--- src/rtl/fftseq_pkg.sv ---
package fftseq_pkg;

  localparam int unsigned MAX_AW = 16;

  typedef enum logic [1:0] {
    SEQ_IDLE = 2'd0,
    SEQ_RUN  = 2'd1,
    SEQ_DONE = 2'd2
  } seq_state_e;

  // reverse the low nb bits of v; bits above nb come out zero
  function automatic logic [MAX_AW-1:0] rev_bits(input logic [MAX_AW-1:0] v,
                                                 input int unsigned nb);
    logic [MAX_AW-1:0] r;
    r = '0;
    for (int unsigned b = 0; b < MAX_AW; b++) begin
      if (b < nb) r[nb-1-b] = v[b];
    end
    return r;
  endfunction

  // low bits that must be zero in a twiddle index of stage s
  function automatic int unsigned phi_zero_bits(input int unsigned l,
                                                input int unsigned s);
    return l - s;
  endfunction

endpackage

--- src/rtl/fftseq_ctrl.sv ---
module fftseq_ctrl
  import fftseq_pkg::*;
(
  input  logic clk,
  input  logic rst_n,
  input  logic start,
  input  logic ready,
  input  logic last_bfly,
  output logic valid,
  output logic done,
  output logic clear,
  output logic step
);

  seq_state_e st_q, st_d;

  always_comb begin
    valid = (st_q == SEQ_RUN);
    done  = (st_q == SEQ_DONE);
    clear = (st_q == SEQ_IDLE) && start;
    step  = valid && ready;
  end

  always_comb begin
    st_d = st_q;
    case (st_q)
      SEQ_IDLE: if (start) st_d = SEQ_RUN;
      SEQ_RUN:  if (ready && last_bfly) st_d = SEQ_DONE;
      SEQ_DONE: st_d = SEQ_IDLE;
      default:  st_d = SEQ_IDLE;
    endcase
  end

  always_ff @(posedge clk or negedge rst_n) begin
    if (!rst_n) st_q <= SEQ_IDLE;
    else        st_q <= st_d;
  end

endmodule

--- src/rtl/fftseq_walk.sv ---
module fftseq_walk #(
  parameter int L = 5
) (
  input  logic                     clk,
  input  logic                     rst_n,
  input  logic                     clear,
  input  logic                     step,
  output logic [$clog2(L+1)-1:0]   stage_o,
  output logic [L-1:0]             idx_o,
  output logic [L-1:0]             half_o,
  output logic [L-2:0]             phi_o,
  output logic                     last_o
);

  localparam int N  = 1 << L;
  localparam int CW = L + 1;
  localparam int SW = $clog2(L + 1);
  localparam int PW = L - 1;

  logic [SW-1:0] stage_q;
  logic [L-1:0]  i_q;
  logic [L-1:0]  k0_q;
  logic [PW-1:0] phi_q;

  logic [CW-1:0] span;
  logic [CW-1:0] gap;
  logic [CW-1:0] i_adv;
  logic [PW-1:0] offs;
  logic          grp_end;
  logic          k_end;

  always_comb begin
    span    = CW'(1) << stage_q;
    gap     = span >> 1;
    i_adv   = {1'b0, i_q} + span;
    grp_end = i_adv[L];
    k_end   = ({1'b0, k0_q} + CW'(1)) == gap;
    // only used from stage 2 onward, where N/2^s fits in PW bits
    offs    = PW'(N >> 2) >> (stage_q - SW'(2));
  end

  always_ff @(posedge clk or negedge rst_n) begin
    if (!rst_n) begin
      stage_q <= SW'(1);
      i_q     <= '0;
      k0_q    <= '0;
      phi_q   <= '0;
    end else if (clear) begin
      stage_q <= SW'(1);
      i_q     <= '0;
      k0_q    <= '0;
      phi_q   <= '0;
    end else if (step) begin
      if (!grp_end) begin
        i_q <= i_adv[L-1:0];
      end else if (!k_end) begin
        k0_q  <= k0_q + L'(1);
        i_q   <= k0_q + L'(1);
        phi_q <= phi_q + offs;
      end else begin
        stage_q <= stage_q + SW'(1);
        k0_q    <= '0;
        i_q     <= '0;
        phi_q   <= '0;
      end
    end
  end

  assign stage_o = stage_q;
  assign idx_o   = i_q;
  assign half_o  = gap[L-1:0];
  assign phi_o   = phi_q;
  assign last_o  = grp_end && k_end && (stage_q == SW'(L));

endmodule

--- src/rtl/fftseq_addr.sv ---
module fftseq_addr #(
  parameter int L = 5
) (
  input  logic [$clog2(L+1)-1:0] stage,
  input  logic [L-1:0]           idx,
  input  logic [L-1:0]           half,
  output logic [L-1:0]           top,
  output logic [L-1:0]           bot,
  output logic [L-1:0]           src_top,
  output logic [L-1:0]           src_bot,
  output logic                   first,
  output logic                   last
);

  localparam int SW = $clog2(L + 1);

  logic [L-1:0] top_rev;
  logic [L-1:0] bot_rev;

  assign top = idx;
  assign bot = idx + half;

  for (genvar g = 0; g < L; g++) begin : g_rev
    assign top_rev[g] = top[L-1-g];
    assign bot_rev[g] = bot[L-1-g];
  end

  assign first   = (stage == SW'(1));
  assign last    = (stage == SW'(L));
  assign src_top = first ? top_rev : top;
  assign src_bot = first ? bot_rev : bot;

endmodule

--- src/rtl/fft_stage_seq.sv ---
module fft_stage_seq #(
  parameter int L = 5
) (
  input  logic         clk,
  input  logic         rst_n,
  input  logic         start,
  input  logic         bf_ready,
  output logic         bf_valid,
  output logic [L-1:0] top_idx,
  output logic [L-1:0] bot_idx,
  output logic [L-1:0] src_top_idx,
  output logic [L-1:0] src_bot_idx,
  output logic [L-2:0] twid_idx,
  output logic         first_stage,
  output logic         last_stage,
  output logic         bitrev_sel,
  output logic         done
);

  localparam int SW = $clog2(L + 1);

  // named internal events, visible to the bound checker
  logic [SW-1:0] cur_stage;
  logic [L-1:0]  cur_idx;
  logic [L-1:0]  cur_half;
  logic          last_bfly;
  logic          accept;
  logic          final_accept;
  logic          run_clear;

  fftseq_ctrl u_ctrl (
    .clk       (clk),
    .rst_n     (rst_n),
    .start     (start),
    .ready     (bf_ready),
    .last_bfly (last_bfly),
    .valid     (bf_valid),
    .done      (done),
    .clear     (run_clear),
    .step      (accept)
  );

  fftseq_walk #(.L(L)) u_walk (
    .clk     (clk),
    .rst_n   (rst_n),
    .clear   (run_clear),
    .step    (accept),
    .stage_o (cur_stage),
    .idx_o   (cur_idx),
    .half_o  (cur_half),
    .phi_o   (twid_idx),
    .last_o  (last_bfly)
  );

  fftseq_addr #(.L(L)) u_addr (
    .stage   (cur_stage),
    .idx     (cur_idx),
    .half    (cur_half),
    .top     (top_idx),
    .bot     (bot_idx),
    .src_top (src_top_idx),
    .src_bot (src_bot_idx),
    .first   (first_stage),
    .last    (last_stage)
  );

  assign bitrev_sel   = first_stage;
  assign final_accept = accept && last_bfly;

endmodule

--- config.mk ---
export PLATFORM = sky130hd
export DESIGN_NAME = fft_stage_seq
export DESIGN_NICKNAME = d
export VERILOG_FILES = /design/src/rtl/fftseq_pkg.sv /design/src/rtl/fftseq_ctrl.sv /design/src/rtl/fftseq_walk.sv /design/src/rtl/fftseq_addr.sv /design/src/rtl/fft_stage_seq.sv
export SDC_FILE = /design/constraint.sdc
export NUM_CORES = 1
export LEC_CHECK = 0
export BUFFER_PORTS_ARGS = -buffer_cell sky130_fd_sc_hd__buf_4
export CELL_PAD_IN_SITES_DETAIL_PLACEMENT = 1
export CELL_PAD_IN_SITES_GLOBAL_PLACEMENT = 1
export CORE_MARGIN = 3
export CORE_UTILIZATION = 40
export DETAILED_ROUTE_END_ITERATION = 8
export PLACE_DENSITY_LB_ADDON = 0.1
export SKIP_CTS_REPAIR_TIMING = 1
export SLEW_MARGIN = 20
export SYNTH_ARGS = -nofsm -noshare
export SYNTH_HDL_FRONTEND = slang
export SYNTH_SLANG_ARGS = --single-unit
--- constraint.sdc ---
create_clock -name clk -period 4.3 [get_ports clk]
set_input_delay 0.43 -clock clk [delete_from_list [all_inputs] [get_ports clk]]
set_output_delay 0.43 -clock clk [all_outputs]
set_load 0.05 [all_outputs]
Yosys cells after proc, flatten, opt, wreduce, memory -nomap -nowiden
Cells that the tools add are included.

Equal/unequal tests: 7. Reductions and logical operators: 12. Multiplexer cells: 20. Add/subtract/negate cells: 7. Shift-type cells: 2.

Operators with widths (count): two-way mux 5 bit (9); two-way mux 4 bit (4); two-way mux 3 bit (4); adder 5 x 1 -> 6 bit (second input constant) (1); adder 5 x 6 -> 6 bit (1); == test 6 x 5 -> 1 bit (1); nonzero test 2 bit (3); left shift 1 x 3 -> 6 bit (first input constant) (1); adder 5 x 1 -> 5 bit (second input constant) (1); adder 5 bit (1); logical AND 1 bit (5); adder 4 bit (1); two-way mux 2 bit (2); one-hot mux 2 bit (2 select lines) (1); AND reduction 2 bit (2); >> shifter 4 x 3 -> 4 bit (first input constant) (1); adder 3 x 1 -> 3 bit (second input constant) (1); == test 3 x 1 -> 1 bit (second input constant) (1); == test 3 bit (second input constant) (1); AND reduction 3 bit (1); subtractor 3 x 2 -> 3 bit (second input constant) (1); == test 2 x 1 -> 1 bit (second input constant) (1); == test 2 bit (second input constant) (1); logical NOT 2 bit (1); other kinds (2) (2).

Register bits after elaboration: 19. Logic and storage cells: 53.

Depth between registers and ports, before layout
Gate-level depths: netlist of the first run.

Depth in word-level cells: 7. Depth in mapped cells: 13.

Cells and area by module
From an unflattened synthesis of the first run, not the netlist that was laid out.

Cells, all modules: 229. Area, all modules: 2020.7 sq um.

Modules (own cells, without submodules): fftseq_walk (area each 1564.0 sq um, cells each 176, times used 1, seq. area each 426.7 sq um); fftseq_addr (area each 342.8 sq um, cells each 43, times used 1, seq. area each 0.0 sq um); fftseq_ctrl (area each 106.4 sq um, cells each 9, times used 1, seq. area each 50.0 sq um); fft_stage_seq (area each 7.5 sq um, cells each 1, times used 1, seq. area each 0.0 sq um).

Worst setup path after synthesis of the first run
No wires, ideal clock.

Path kind: register to output. Start: register u_walk.stage_q[0] (netlist: u_walk.stage_o[0]). End: output port src_bot_idx[0]. Stages on the path, launching flop included: 11. Setup slack: 0.838 ns. Data arrival time: 3.032 ns. Buffers on the path: 0. Data required time: 3.870 ns. Path through: dfstp_2 inv_1 ha_1 and2b_2 xor2_1 ha_1 a21oi_1 o21ai_0 a21oi_1 xnor2_1 o21ai_0.

Word-level cells in the longest chain between the ends: 3. Elaborated cells between the ends (all ways): 4. Classes of those cells: 1 x add/sub; 1 x eq/ne; 1 x shift; 1 x mux.

RTL lines: from (decl) (RTL line fftseq_walk.sv:20) `logic [SW-1:0] stage_q;`; from (signal assigned) (RTL line fftseq_walk.sv:61) `stage_q <= stage_q + SW'(1);`; left shift 1 x 3 -> 6 bit (RTL line fftseq_walk.sv:33) `span = CW'(1) << stage_q;`; adder 5 bit (RTL line fftseq_addr.sv:21) `assign bot = idx + half;`; two-way mux 5 bit * (RTL line fftseq_addr.sv:31) `assign src_bot = first ? bot_rev : bot;`; to (decl) (RTL line fft_stage_seq.sv:12) `output logic [L-1:0] src_bot_idx,`.

Every way passes the cells marked *; elsewhere a longest branch is shown, timed or not.

Final worst setup path of the first run
Start: register u_walk.stage_q[1] (netlist: u_walk.stage_o[1]). End: output port src_bot_idx[0].

The elaborated chain is that of the path after synthesis.

==> out/qor.txt, run 1 <==
Status: completed
Hold_ws: 0.03574 ns
Synth Cell Area: 1926 sq um
Critical Path Source Type: flip-flop
PortBufs: 32
Area Overhead vs Synth: 12.41%
Share of Yosys cell area claimed by the top area cell type: 23.39%
RSZ-0062 raised after global routing: no
Top Family by Delay on Critical Path: adder cells
Worst-Margin Slew: 0.8075 ns
Core area: 4504 sq um
Fill count: 559
Post-Route WL: 5217 microns
Ys Warns: 0
Maximum Capacitance Violations: 0
Detailed placer's ending HPWL: 4029 microns
Placer Congestion: 0.7779
DP Cell Count: 302
CTS Root Cell: clkbuf_8
I/O pins: 33
Clock transition at the registers of the reported paths: 0.08 ns
H-tree Lvls: 1
Final Hold Viols: 0
DR iter-0 viols: 115
GRT Total Usage: 19.61%
Register Area: 476.7 sq um
Bufs and invs on worst path: 3
CTS Buffer Depth: 2
Vias per cell: 5.899
Initial Utilization: 42.75%
Die Span X: 75.38 microns
Final nets: 275
Most frequent cells in the layout: 35 x nand2_1, 33 x buf_4, 18 x dfrtp_1
Register area share after synthesis: 24.76%
Cell variety after synth: 56
Clk_skew: 0.01024 ns
Fin crit share: 81.78%
Critical path peak fanout: 13
Largest net degree at the start of global routing: 20
Ant diodes: 0
Layout cells sized above 1: 23.23%
First-pass GRT wire length: 8652 microns
CP max-delay cell: ha_1
Die height: 75.38 microns
Setup_tns: 0 ns
Cts bufs inserted: 3
Multi-input logic area: 1290 sq um
Vias in the first global route: 1813
Ranking of synthesized cells by area: dfrtp_1 23%, ha_1 9.7%, nand2_1 6.8%
Row cnt: 24
#FFs+latches synth: 19
Hold Crit Class: input pin to async pin
Vias: 1805
Worst-skew pair later-pin latency: 0.26 ns
Die footprint: 5682 sq um
Mapped Nets: 251
Minimum clock period after layout: 3.517 ns
Slew Viols, Final: 0
CTS tree: built
Slew margin rel.: 45.90%
GRT Residual Overflow: 0
Critical Path RT: 3.87 ns
Max incr delay on CP: 0.55 ns
Antenna violations before repair: 0
Worst-path cell chain: inv_1, ha_1, nand2_4, inv_6, and2_2, ha_1, a21oi_1, o21ai_0, a21oi_1, xnor2_1, o21ai_0, buf_4
Final Non-Filler Cells: 306
Worst Setup Path Type: flip-flop to primary output
Post-route DRC violation count: 0
1st-pass router iterations: 4
Synth Flop Type: dfrtp_1
WP data arrival: 3.09 ns
Area leader, netlist: dfrtp_1
Syn avg cell area: 8.336 sq um
Fmax: 0.2844 GHz
Asr flop ratio synth: 100.0%
Flop-to-flop setup slack: 1.19 ns
Post-DR wirelength/cell: 17.05 microns
Syn Inst Count: 231
Antenna Violating Nets Remaining: 0
Number of synthesized flops with an enable pin: 0
Endpoint type of the worst setup path: primary output
Final setup vio count: 0
Most common cell after layout, fill and taps aside: nand2_1
CTS sink cnt: 19
==> worst paths after layout <==
kind                       depth (start not counted)           endpoint               from
setup / recovery                                  12     src_bot_idx[0]  u_walk.stage_o[1]
hold / removal                                     1    u_walk.phi_o[2]              rst_n
setup reg to reg                                  11    u_walk.phi_o[1]  u_walk.stage_o[0]
hold reg to reg                                    2    u_walk.phi_o[3]    u_walk.phi_o[3]
max in group asynchronous                          1  u_walk.stage_o[0]              rst_n
min in group clk                                   3     u_ctrl.st_q[0]           bf_ready
==> registers in the layout, summed over array words and instances (netlist names) <==
signal and cells:
u_ctrl.st_q 2, u_walk.idx_o 5, u_walk.k0_q 5, u_walk.phi_o 4
u_walk.stage_o 3
==> cells in the mapped netlist, types with 2 or more instances <==
cell and n:
a31oi_1 3, nand4_1 6, nor2b_1 3, or4_1 3
buf_1 2, nor3_1 3, buf_6 2, nand2_1 35
nand2_4 2, and2b_2 2, clkbuf_8 3, a211oi_1 2
or2_2 3, nor2_1 10, a21o_1 5, clkbuf_1 3
buf_4 3, a21oi_1 12, and2_2 2, dfrtp_1 18
inv_1 7, ha_1 15, o22ai_1 2, nand3_1 11
o21ai_0 16, mux2i_1 2, xor2_1 11, and2_1 3
o211ai_1 6, xnor2_1 10
==> metrics by stage <==
step,worst slack [ns],instance area (sq um),util (%)
2_1_floorplan,0.8383,1926,-
3_3_place_gp,1.098,2118,47.03
3_5_place_dp,1.094,2118,47.03
4_1_cts,0.8192,2165,48.06
5_1_grt,0.5683,2165,48.06
6_report,0.7834,2165,48.06
==> routing by layer <==
metal	GRT usage, %	wire length [microns]	vias to the layer above
met3	2.375	187	6
met1	26.38	2415	900
li1	-	-	866
met5	0	0	-
met2	34.42	2547	33
met4	2.913	66	0
==> cells by family after synthesis <==
kind of cell / after synthesis / share of synthesized area [%]
buf+inv: 23 / 8.252
flops: 19 / 24.76
fa+ha+maj: 17 / 11.31
mux: 2 / 1.040
xor+xnor: 22 / 10.40
compound gates: 58 / 19.95
simple gates: 90 / 24.30
==> area by class of cell <==
class / count / area share, %
Clock buffer: 3 / 1.908
Clock inverter: 1 / 0.2312
Inverter: 9 / 1.792
Multi-Input combinational cell: 189 / 59.60
Sequential cell: 19 / 22.02
Tap cell: 52 / 3.006
Timing Repair Buffer: 33 / 11.45
Power of run 1 is left out: the tool's default activity adds up to more than one toggle a clock period on the data nets, which glitch-free logic cannot reach.
==> run 2: changes to the inputs <==
Settings changed: CORE_UTILIZATION 40 to 38.
Clock period 4.3 ns to 3.2 ns, I/O delays scaled along.
==> run 2 against run 1 <==
- count of clock-buffer cells in the layout is the same
- worst setup slack got worse by 0.60 ns
- design area grew 3.6%
- clock skew fell by 0.0013 ns
- register-to-register slack lost 0.94 ns
- final cell count rose by 7.2%
- via count increased by 0.22%
- worst hold slack better by 0.37 ns
- global-route usage is essentially flat
- flip-flop and latch count is the same
- first-iteration DRC count decreased by 64%
- critical path type unchanged
- largest cell class unchanged
==> out/qor.txt, run 2 (synthesis gave the netlist of run 1 again) <==
CTS tree: built
Multi-input logic area: 1294 sq um
Final Hold Viols: 0
Die height: 77.19 microns
Hold EP: u_ctrl.st_q[0]
Ant diodes: 0
CTS Root Cell: clkbuf_8
Final setup vio count: 0
Most frequent cells in the layout: 39 x buf_4, 35 x nand2_1, 18 x dfrtp_1
Endpoint type of the worst setup path: primary output
Fmax: 0.3310 GHz
DR iter-0 viols: 41
Detailed placer's ending HPWL: 4297 microns
WP data arrival: 2.70 ns
Vias per cell: 5.515
Worst-skew pair later-pin latency: 0.26 ns
Slew Viols, Final: 0
R2R Path Start: u_walk.stage_o[0]
First-pass GRT wire length: 9487 microns
Min-delay src: bf_ready
CTS Buffer Depth: 2
Register Area: 476.7 sq um
Cts bufs inserted: 3
Post-DR wirelength/cell: 17.08 microns
Die Span X: 77.19 microns
Clk_skew: 0.008991 ns
Reg-to-reg endpoint: u_walk.stage_o[2]
Vias in the first global route: 1820
RSZ-0062 raised after global routing: no
GRT Residual Overflow: 0
Fill count: 619
Antenna violations before repair: 0
Critical path peak fanout: 4
Worst Setup Path Type: flip-flop to primary output
H-tree Lvls: 1
Final Non-Filler Cells: 328
Minimum clock period after layout: 3.021 ns
Setup_tns: 0 ns
I/O pins: 33
Critical Path RT: 2.88 ns
Critical Path Source Type: flip-flop
Clock transition at the registers of the reported paths: 0.08 ns
DP Cell Count: 323
PortBufs: 32
Worst R2R Path Depth: 12
Largest net degree at the start of global routing: 20
1st-pass router iterations: 4
Initial Utilization: 39.97%
Flop-to-flop setup slack: 0.25 ns
Hold Crit Class: input pin to flip-flop
Hold Path Cell Cnt: 3
Final nets: 282
Most common cell after layout, fill and taps aside: buf_4
Die footprint: 5958 sq um
Fin crit share: 94.41%
GRT Total Usage: 19.65%
Status: completed
Core area: 4817 sq um
Row cnt: 25
Core Util, Final: 46.55%
Area Overhead vs Synth: 16.44%
Antenna Violating Nets Remaining: 0
Placer Congestion: 0.8668
Vias: 1809
Post-route DRC violation count: 0
CTS sink cnt: 19
Slew margin rel.: 62.99%
Worst-Margin Slew: 0.5552 ns
Layout cells sized above 1: 25.29%
Post-Route WL: 5603 microns
Maximum Capacitance Violations: 0
run 2: cell count changes in the layout (fill, tap and decap cells not counted):
| cell | change |
|---|---|
| o21ai_1 | +1 |
| dlygate4sd3_1 | +1 |
| o21ai_0 | -1 |
| o311ai_0 | -1 |
| a21oi_2 | +1 |
| o311ai_1 | +1 |
| buf_4 | +6 |
| a21oi_1 | -1 |
run 2: worst max-delay path, cell delays in order (launching register included):
cell and delay, ns:
dfstp_2 0.57, inv_1 0.08, ha_1 0.22, and2b_2 0.23
xor2_1 0.15, ha_1 0.23, a21oi_2 0.14, o21ai_0 0.11
a21oi_1 0.20, xnor2_1 0.14, a21oi_1 0.16, buf_4 0.21
run 2: routing by layer:
metal / wire (microns) / vias up / GRT usage (%)
met2: 2771 / 42 / 34.63
met4: 117 / 0 / 6.406
li1: - / 876 / -
met3: 180 / 8 / 1.408
met1: 2534 / 883 / 25.29
met5: 0 / - / 0
run 2: worst max path at each step:
| stage | from | end | slack (ns) | depth (start not counted) |
|---|---|---|---|---|
| 4_1_cts | u_walk.stage_o[0] | src_bot_idx[4] | 0.1 | 11 |
| 5_1_grt | u_walk.stage_o[0] | u_walk.stage_o[1] | 0.002 | 12 |
| 6_report | u_walk.stage_o[0] | src_bot_idx[4] | 0.18 | 11 |
| 3_5_place_dp | u_walk.stage_o[0] | u_walk.idx_o[4] | 0.24 | 11 |
| 3_3_place_gp | u_walk.stage_o[0] | u_walk.stage_o[2] | 0.31 | 12 |
| 2_1_floorplan | u_walk.idx_o[1] | src_bot_idx[3] | 0.08 | 6 |
run 2: through the flow:
step | instance area (sq um) | setup WS (ns) | hold slack [ns]
final | 2242 | 0.1790 | 0.4018
after detailed placement | 2182 | 0.2380 | 0.2231
after floorplan | 1926 | 0.08351 | 0.02441
after global placement | 2182 | 0.3071 | 0.2175
after global routing | 2242 | 0.002429 | 0.4341
after CTS | 2228 | 0.09999 | -0.06643
run 2: cell type report:
class,instances,share of cell area [%]
clock buffers,3,1.842
clock inverters,1,0.2232
inverters,9,1.730
multi-input cells,189,57.70
flip-flops and latches,19,21.26
well taps,67,3.739
repair buffers,40,13.50
Power of run 2 is left out for the same reason.
